==> src/rtl/lpc_io_pkg.sv <==
package lpc_io_pkg;

  typedef enum logic [3:0] {
    ST_IDLE, ST_TYPE,
    ST_ADR0, ST_ADR1, ST_ADR2, ST_ADR3,
    ST_WDLO, ST_WDHI,
    ST_HTA0, ST_HTA1,
    ST_SYNC,
    ST_RDLO, ST_RDHI,
    ST_TTAR
  } lpcState_t;

  typedef enum logic [1:0] {
    DRV_SYNC, DRV_LO, DRV_HI, DRV_ONES
  } ladSel_t;

  typedef struct packed {
    logic    shiftAddr;
    logic    capLo;
    logic    capHi;
    logic    latchRd;
    logic    drive;
    ladSel_t sel;
  } dpCtrl_t;

  localparam logic [3:0] NIB_START = 4'b0000;
  localparam logic [3:0] NIB_IORD  = 4'b0000;
  localparam logic [3:0] NIB_IOWR  = 4'b0010;
  localparam logic [3:0] NIB_READY = 4'b0000;
  localparam logic [3:0] NIB_ONES  = 4'b1111;

endpackage

==> src/rtl/lpc_io_ctrl.sv <==
module lpc_io_ctrl
  import lpc_io_pkg::*;
(
  input  logic       clk,
  input  logic       rstN,
  input  logic       frameN,
  input  logic [3:0] ladIn,
  input  logic       addrHit,
  output dpCtrl_t    ctrl,
  output logic       regWr,
  output logic       regRd
);

  lpcState_t state, nextState;
  logic      isWr, nextIsWr;

  always_comb begin
    nextState = state;
    nextIsWr  = isWr;
    case (state)
      ST_IDLE: nextState = ST_IDLE;
      ST_TYPE: begin
        if (ladIn == NIB_IORD) begin
          nextState = ST_ADR0;
          nextIsWr  = 1'b0;
        end else if (ladIn == NIB_IOWR) begin
          nextState = ST_ADR0;
          nextIsWr  = 1'b1;
        end else begin
          nextState = ST_IDLE;
        end
      end
      ST_ADR0: nextState = ST_ADR1;
      ST_ADR1: nextState = ST_ADR2;
      ST_ADR2: nextState = ST_ADR3;
      ST_ADR3: begin
        if (!addrHit)  nextState = ST_IDLE;
        else if (isWr) nextState = ST_WDLO;
        else           nextState = ST_HTA0;
      end
      ST_WDLO: nextState = ST_WDHI;
      ST_WDHI: nextState = ST_HTA0;
      ST_HTA0: nextState = ST_HTA1;
      ST_HTA1: nextState = ST_SYNC;
      ST_SYNC: nextState = isWr ? ST_TTAR : ST_RDLO;
      ST_RDLO: nextState = ST_RDHI;
      ST_RDHI: nextState = ST_TTAR;
      ST_TTAR: nextState = ST_IDLE;
      default: nextState = ST_IDLE;
    endcase
    // frame strobe overrides everything: new start or abort
    if (!frameN) begin
      nextState = (ladIn == NIB_START) ? ST_TYPE : ST_IDLE;
    end
  end

  always_ff @(posedge clk or negedge rstN) begin
    if (!rstN) begin
      state <= ST_IDLE;
      isWr  <= 1'b0;
    end else begin
      state <= nextState;
      isWr  <= nextIsWr;
    end
  end

  always_comb begin
    ctrl.shiftAddr = (state == ST_ADR0) || (state == ST_ADR1) ||
                     (state == ST_ADR2) || (state == ST_ADR3);
    ctrl.capLo     = (state == ST_WDLO);
    ctrl.capHi     = (state == ST_WDHI);
    ctrl.latchRd   = (state == ST_SYNC) && !isWr;
    ctrl.drive     = (state == ST_SYNC) || (state == ST_RDLO) ||
                     (state == ST_RDHI) || (state == ST_TTAR);
    case (state)
      ST_RDLO: ctrl.sel = DRV_LO;
      ST_RDHI: ctrl.sel = DRV_HI;
      ST_TTAR: ctrl.sel = DRV_ONES;
      default: ctrl.sel = DRV_SYNC;
    endcase
  end

  assign regWr = (state == ST_SYNC) && isWr;
  assign regRd = (state == ST_SYNC) && !isWr;

endmodule

==> src/rtl/lpc_io_datapath.sv <==
module lpc_io_datapath
  import lpc_io_pkg::*;
#(
  parameter logic [15:0] BASE_ADDR = 16'h0380,
  parameter int          WIN_BITS  = 4
) (
  input  logic                clk,
  input  logic                rstN,
  input  logic [3:0]          ladIn,
  input  dpCtrl_t             ctrl,
  input  logic [7:0]          regRdata,
  output logic                addrHit,
  output logic [WIN_BITS-1:0] regAddr,
  output logic [7:0]          regWdata,
  output logic [3:0]          ladOut,
  output logic                ladOe
);

  localparam int ADDR_W = 16;

  logic [ADDR_W-1:0] addrQ;
  logic [ADDR_W-1:0] fullAddr;
  logic [7:0]        wrByteQ;
  logic [7:0]        rdByteQ;

  // address as it stands once the current nibble is shifted in
  assign fullAddr = {addrQ[ADDR_W-5:0], ladIn};
  assign addrHit  = (fullAddr[ADDR_W-1:WIN_BITS] == BASE_ADDR[ADDR_W-1:WIN_BITS]);

  always_ff @(posedge clk or negedge rstN) begin
    if (!rstN) begin
      addrQ   <= '0;
      wrByteQ <= '0;
      rdByteQ <= '0;
    end else begin
      if (ctrl.shiftAddr) addrQ        <= fullAddr;
      if (ctrl.capLo)     wrByteQ[3:0] <= ladIn;
      if (ctrl.capHi)     wrByteQ[7:4] <= ladIn;
      if (ctrl.latchRd)   rdByteQ      <= regRdata;
    end
  end

  always_comb begin
    case (ctrl.sel)
      DRV_LO:   ladOut = rdByteQ[3:0];
      DRV_HI:   ladOut = rdByteQ[7:4];
      DRV_ONES: ladOut = NIB_ONES;
      default:  ladOut = NIB_READY;
    endcase
  end

  assign ladOe    = ctrl.drive;
  assign regAddr  = addrQ[WIN_BITS-1:0];
  assign regWdata = wrByteQ;

endmodule

==> src/rtl/lpc_io_target.sv <==
module lpc_io_target
  import lpc_io_pkg::*;
#(
  parameter logic [15:0] BASE_ADDR = 16'h0380,
  parameter int          WIN_BITS  = 4
) (
  input  logic                clk,
  input  logic                rstN,
  input  logic                frameN,
  input  logic [3:0]          ladIn,
  output logic [3:0]          ladOut,
  output logic                ladOe,
  output logic [WIN_BITS-1:0] regAddr,
  output logic [7:0]          regWdata,
  output logic                regWr,
  output logic                regRd,
  input  logic [7:0]          regRdata
);

  dpCtrl_t ctrl;
  logic    addrHit;

  lpc_io_ctrl u_ctrl (
    .clk     (clk),
    .rstN    (rstN),
    .frameN  (frameN),
    .ladIn   (ladIn),
    .addrHit (addrHit),
    .ctrl    (ctrl),
    .regWr   (regWr),
    .regRd   (regRd)
  );

  lpc_io_datapath #(
    .BASE_ADDR (BASE_ADDR),
    .WIN_BITS  (WIN_BITS)
  ) u_dp (
    .clk      (clk),
    .rstN     (rstN),
    .ladIn    (ladIn),
    .ctrl     (ctrl),
    .regRdata (regRdata),
    .addrHit  (addrHit),
    .regAddr  (regAddr),
    .regWdata (regWdata),
    .ladOut   (ladOut),
    .ladOe    (ladOe)
  );

endmodule

==> config.mk <==
export PLATFORM = sky130hd
export DESIGN_NAME = lpc_io_target
export DESIGN_NICKNAME = d
export VERILOG_FILES = /design/src/rtl/lpc_io_pkg.sv /design/src/rtl/lpc_io_ctrl.sv /design/src/rtl/lpc_io_datapath.sv /design/src/rtl/lpc_io_target.sv
export SDC_FILE = /design/constraint.sdc
export NUM_CORES = 1
export LEC_CHECK = 0
export CORE_MARGIN = 5
export CORE_UTILIZATION = 60
export DETAILED_ROUTE_END_ITERATION = 16
export DONT_BUFFER_PORTS = 1
export PLACE_DENSITY = 0.76
export SYNTH_ARGS = -nofsm -noshare
export SYNTH_HDL_FRONTEND = slang
export SYNTH_HIERARCHICAL = 1
export SYNTH_SLANG_ARGS = --single-unit
==> constraint.sdc <==
create_clock -name clk -period 1.9 [get_ports clk]
set_clock_uncertainty 0.1 [all_clocks]
set_input_delay 0.19 -clock clk [delete_from_list [all_inputs] [get_ports clk]]
set_output_delay 0.19 -clock clk [all_outputs]
set_load 0.05 [all_outputs]
# After elaboration in Yosys (flattened, before gate mapping)
# Cells that the tools add are included.
word_totals:
  word_cells: 48
  register_bits: 33
  out_inout_bits: 19
classes:
  n_eq_ne: 18
  reduce_logical: 12
  mux: 12
op_table:
  columns: ["cell", "count"]
  rows:
  - ["4-bit case mux with 12 select lines", 1]
  - ["4-bit == test, second input constant", 6]
  - ["4-bit by 3-bit == test with 1-bit output, second input constant", 4]
  - ["4-bit two-way mux", 4]
  - ["12-bit by 6-bit == test with 1-bit output, second input constant", 1]
  - ["4-bit by 2-bit == test with 1-bit output, second input constant", 3]
  - ["4-bit case mux with 3 select lines", 1]
  - ["1-bit logical OR", 6]
  - ["2-bit case mux with 3 select lines", 1]
  - ["2-bit == test, second input constant", 2]
  - ["4-bit by 1-bit == test with 1-bit output, second input constant", 1]
  - ["4-bit logical NOT", 1]
  - ["1-bit two-way mux", 3]
  - ["3-bit two-way mux", 1]
  - ["2-bit by 1-bit == test with 1-bit output, second input constant", 1]
  - ["1-bit logical AND", 2]
  - ["2-bit two-way mux", 1]
  - ["2-bit AND reduction", 1]
  - ["2-bit nonzero test", 1]
  - ["1-bit logical NOT", 1]

# Logic depth before layout (Yosys ltp)
depth:
  word_depth: 5
  mapped_depth: 7

# Modules after synthesis
# Netlist, hierarchy kept.
modules_own_cells:
  columns: ["mod", "seq_area_each_um2", "cells_per_inst", "instances", "area_per_inst_um2"]
  rows:
  - ["lpc_io_datapath", 700.7, 80, 1, 1199.9]
  - ["lpc_io_ctrl", 125.1, 54, 1, 455.4]

# Worst setup path before layout
# Ideal clock, no wire load.
synth_path:
  kind: "flip-flop to flip-flop"
  startpoint: "register u_ctrl.state[0]"
  endpoint: "register u_dp.rdByteQ[0]"
  required_ns: 1.675
  path_buffers: 3
  arrival_ns: 1.823
  slack_ns: -0.148
  path_stages_with_launch: 8
  synth_period_minus_slack_ns: 2.048
  cell_sequence: "dfrtp_1 -> buf_2 -> and4bb_1 -> nand2_1 -> inv_1 -> buf_4 -> buf_6 -> mux2_2"
synth_between:
  elab_chain_cells: 2
synth_lines:
  columns: ["element", "line_no", "text"]
  rows:
  - ["start, declared", "lpc_io_ctrl.sv:14", "lpcState_t state, nextState;"]
  - ["start signal, assigned", "lpc_io_ctrl.sv:62", "state <= nextState;"]
  - ["4-bit == test", null, null]
  - ["1-bit logical AND", null, null]
  - ["named net regRd", "lpc_io_target.sv:16", "output logic regRd,"]
  - ["end signal, assigned", "lpc_io_datapath.sv:39", "if (ctrl.latchRd) rdByteQ <= regRdata;"]
  - ["end, declared", "lpc_io_datapath.sv:24", "logic [7:0] rdByteQ;"]
# The timed path passes the listed nets, and every way through them passes these cells.
# A chain may end at the register's enable or synchronous reset.

==> impl_metrics.json <==
{
  "synthArstFlopShare_pct": 100,
  "period_share_pct": 102,
  "largest_net_degree_at_the_start_of_global_routing": 34,
  "syn-num-nets": 149,
  "ir_drop_mv": 0.699,
  "drt-total-wl_um": 3750,
  "numPortBuffers": 0,
  "synth.lib_cells_used.distinct": 32,
  "drt-wirelength-per-cell_um": 18.9,
  "worstHoldPathType": "in -> reg",
  "detailedPlacementHpwl_um": 2170,
  "drcViolationCount": 0,
  "post_synth_instance_area_mm2": 0.00166,
  "cts.reportedPaths.clkPinSlew_ps": 100,
  "timing.final.max_slew_violations": 0,
  "placementRows": 19,
  "antenna_violating_nets_post_route": 0,
  "design.final.nets": 181,
  "starting_density_pct": 61.1,
  "vias_per_cell": 5.73,
  "total_die_area_mm2": 0.00391,
  "grt_pass1_wl_um": 6050,
  "cp.arrival_ps": 1640,
  "upper_clock_frequency_limit_ghz": 0.518,
  "r2r_cells": 5,
  "number_of_buffers_added_by_the_clock_tree_synthesis_step": 5,
  "critPathRequiredTime_ps": 1610,
  "first_global_vias": 1210,
  "layout-drive-gt1-share_pct": 47.9,
  "congestion_overflow_gr": 0,
  "pin_count": 34,
  "leakagePower_nw": 0.983,
  "antenna_violations_before_repair": 0,
  "rsz0062_at_grt": "true",
  "cts_num_sinks": 33,
  "drt_iter0_markers": 32,
  "critical_path.startpoint_type": "register",
  "ys.flop_type": "sky130_fd_sc_hd__dfrtp_1",
  "track_usage_pct": 19.9,
  "die_width_um": 62.5,
  "final_setup_violations": 4,
  "flow.area_growth_from_synthesis_pct": 29.4,
  "setup.worst_path.class": "reg -> out",
  "vias": 1135,
  "reg2reg_to": "u_dp/regWdata[6]",
  "final_hold_viol_count": 0,
  "max_cap_violations": 0,
  "synthesis.area_per_instance_um2": 12.4,
  "worstSetupEndpoint": "ladOut[2]",
  "design.core.area_mm2": 0.00271,
  "placement.setup.worst_slack_ps": 206,
  "fin_crit_ps": 1930,
  "first_pass_iters": 4,
  "worst_skew_pair.late_latency_ps": 340,
  "final_wtd_congestion": 0.841,
  "cts_root_buf": "sky130_fd_sc_hd__clkbuf_4",
  "tritoncts": "built",
  "post-route-worst-setup-slack_ps": -30.3,
  "clock_tree.buffer_depth": 2,
  "filler_cell_count": 167,
  "postSynthRegisterBits": 33,
  "crit_path_max_fanout": 6,
  "failed_checks": "setup timing",
  "power_density_mw_per_mm2": 612,
  "crit_start": "u_ctrl/state[2]",
  "diodes": 0,
  "seq_area_frac_synth_pct": 49.9,
  "setup.worst_path.end_class": "output pin",
  "run_status": "complete, but fails checks",
  "cts.htree.levels": 2,
  "die_height_um": 62.5,
  "yosys_warnings": 6,
  "slew_headroom_pct": 67.2,
  "regToRegStartpoint": "u_ctrl/state[3]",
  "worst-slew-pin-transition_ps": 492,
  "totalNegativeSetupSlack_ps": -73.4,
  "number_of_synthesized_flops_with_an_enable_pin": 0,
  "syn_inst": 134,
  "rrSetupSlack_ps": 90
}
==> metrics by stage <==
step / util, % / cells / power (mW) / hold slack [ps] / area (um^2)
finish: 79.0 / 198 / 1.31 / 43.4 / 2140
global route: 79.0 / 198 / 1.37 / 14.7 / 2140
CTS: 75.7 / 194 / 1.33 / 10.5 / 2050
detailed placement: 65.4 / 167 / 0.744 / -204 / 1770
global placement: 65.4 / 167 / 0.743 / -205 / 1770
floorplan: - / 134 / 0.741 / -206 / 1680
==> synth_stat cells, drive strengths merged, types with 2 or more instances <==
| cell | count | area share (%) |
|---|---|---|
| inv | 2 | 0.45 |
| mux2 | 29 | 22 |
| a21oi | 7 | 2.1 |
| or3b | 2 | 1.1 |
| o211ai | 2 | 0.91 |
| and3 | 4 | 1.6 |
| buf | 13 | 6.0 |
| nor4b | 2 | 1.1 |
| nor3 | 3 | 0.91 |
| and2 | 3 | 1.1 |
| nor2b | 4 | 1.5 |
| dfrtp | 33 | 50 |
| nand2 | 4 | 0.91 |
| nor2 | 11 | 2.5 |
| o21ai | 3 | 0.91 |
| and4bb | 2 | 1.5 |
==> cells by family after synthesis <==
group                  after synthesis  synth area share [%]
buffers and inverters               15                  6.50
AO/OA/AOI/OAI                       16                  6.35
XOR/XNOR                             1                 0.529
AND/OR/NAND/NOR                     40                  14.7
multiplexers                        29                  22.0
flip-flops                          33                  49.9
==> flip-flops by register name, summed over array words and instances, names as in the netlist <==
name,cells
u_dp/addrQ,12
u_dp/regWdata,8
u_ctrl/isWr,1
u_dp/rdByteQ,8
u_ctrl/state,4
==> worst max-delay path, cell delays in order (launching register included) <==
cell and delay (ps):
sky130_fd_sc_hd__dfrtp_2 470, sky130_fd_sc_hd__xor2_2 200, sky130_fd_sc_hd__and3_4 290, sky130_fd_sc_hd__a21oi_2 50, sky130_fd_sc_hd__nor2_2 150, sky130_fd_sc_hd__buf_12 150
==> report_power, final <==
part           switching, mW  internal, mW  total (mW)
clock network          0.257         0.279       0.536
logic                 0.0330        0.0320      0.0650
registers            0.00501         0.706       0.711
total                  0.295          1.02        1.31
==> cell type report <==
cell class                      count  area, um^2  area share [%]
Clock inverter                      3        46.3            2.16
Tap cell                           31        38.8            1.81
Multi-Input combinational cell     86         796            37.1
Sequential cell                    33         830            38.7
Inverter                            2        11.3           0.526
Timing Repair Buffer               38         383            17.9
Clock buffer                        5        37.5            1.75
==> layer usage <==
layer / GRT usage (%) / wire length, um / up-vias
met4: 5.57 / 21 / 0
met2: 33.4 / 2030 / 33
met5: 0 / 0 / -
met1: 23.2 / 1510 / 562
li1: - / - / 538
met3: 8.45 / 189 / 2
==> worst min-delay path by stage <==
stage	endpoint	cells after the start	startpoint	slack, ps
finish	u_ctrl/state[0]	2	ladIn[2]	40
global route	u_ctrl/state[0]	2	ladIn[2]	10
CTS	u_ctrl/state[0]	2	ladIn[2]	10
detailed placement	u_dp/addrQ[8]	0	rstN	-200
global placement	u_dp/addrQ[9]	0	rstN	-200
floorplan	u_ctrl/isWr	0	rstN	-210
==> cells in the final DEF, fill, tap and decap left out, drive strengths merged <==
cell / n
clkinvlp: 2
nor4: 1
a21oi: 7
clkinv: 1
nor3: 3
o21ai: 3
and4bb: 2
a21o: 1
and4b: 1
or3b: 2
or4: 1
and2: 3
mux2: 29
a21boi: 1
buf: 24
nor4b: 2
and3: 4
nor2: 11
dlygate4sd3: 14
o211ai: 2
a41oi: 1
nand3b: 1
dfrtp: 33
inv: 1
a22o: 1
nor4bb: 1
nor2b: 4
clkbuf: 5
bufinv: 1
nand2: 4
xor2: 1
==> repair_timing <==
action / 4_1_cts / 5_1_grt
buffers inserted: 4 / 4
endpoints found under the setup margin: 5 / 5
pin swaps: 0 / 5
gates resized for setup: 4 / 13
hold endpoints to repair: 58 / 0
hold buffers: 15 / 0
(Power assumes the default switching activity.)
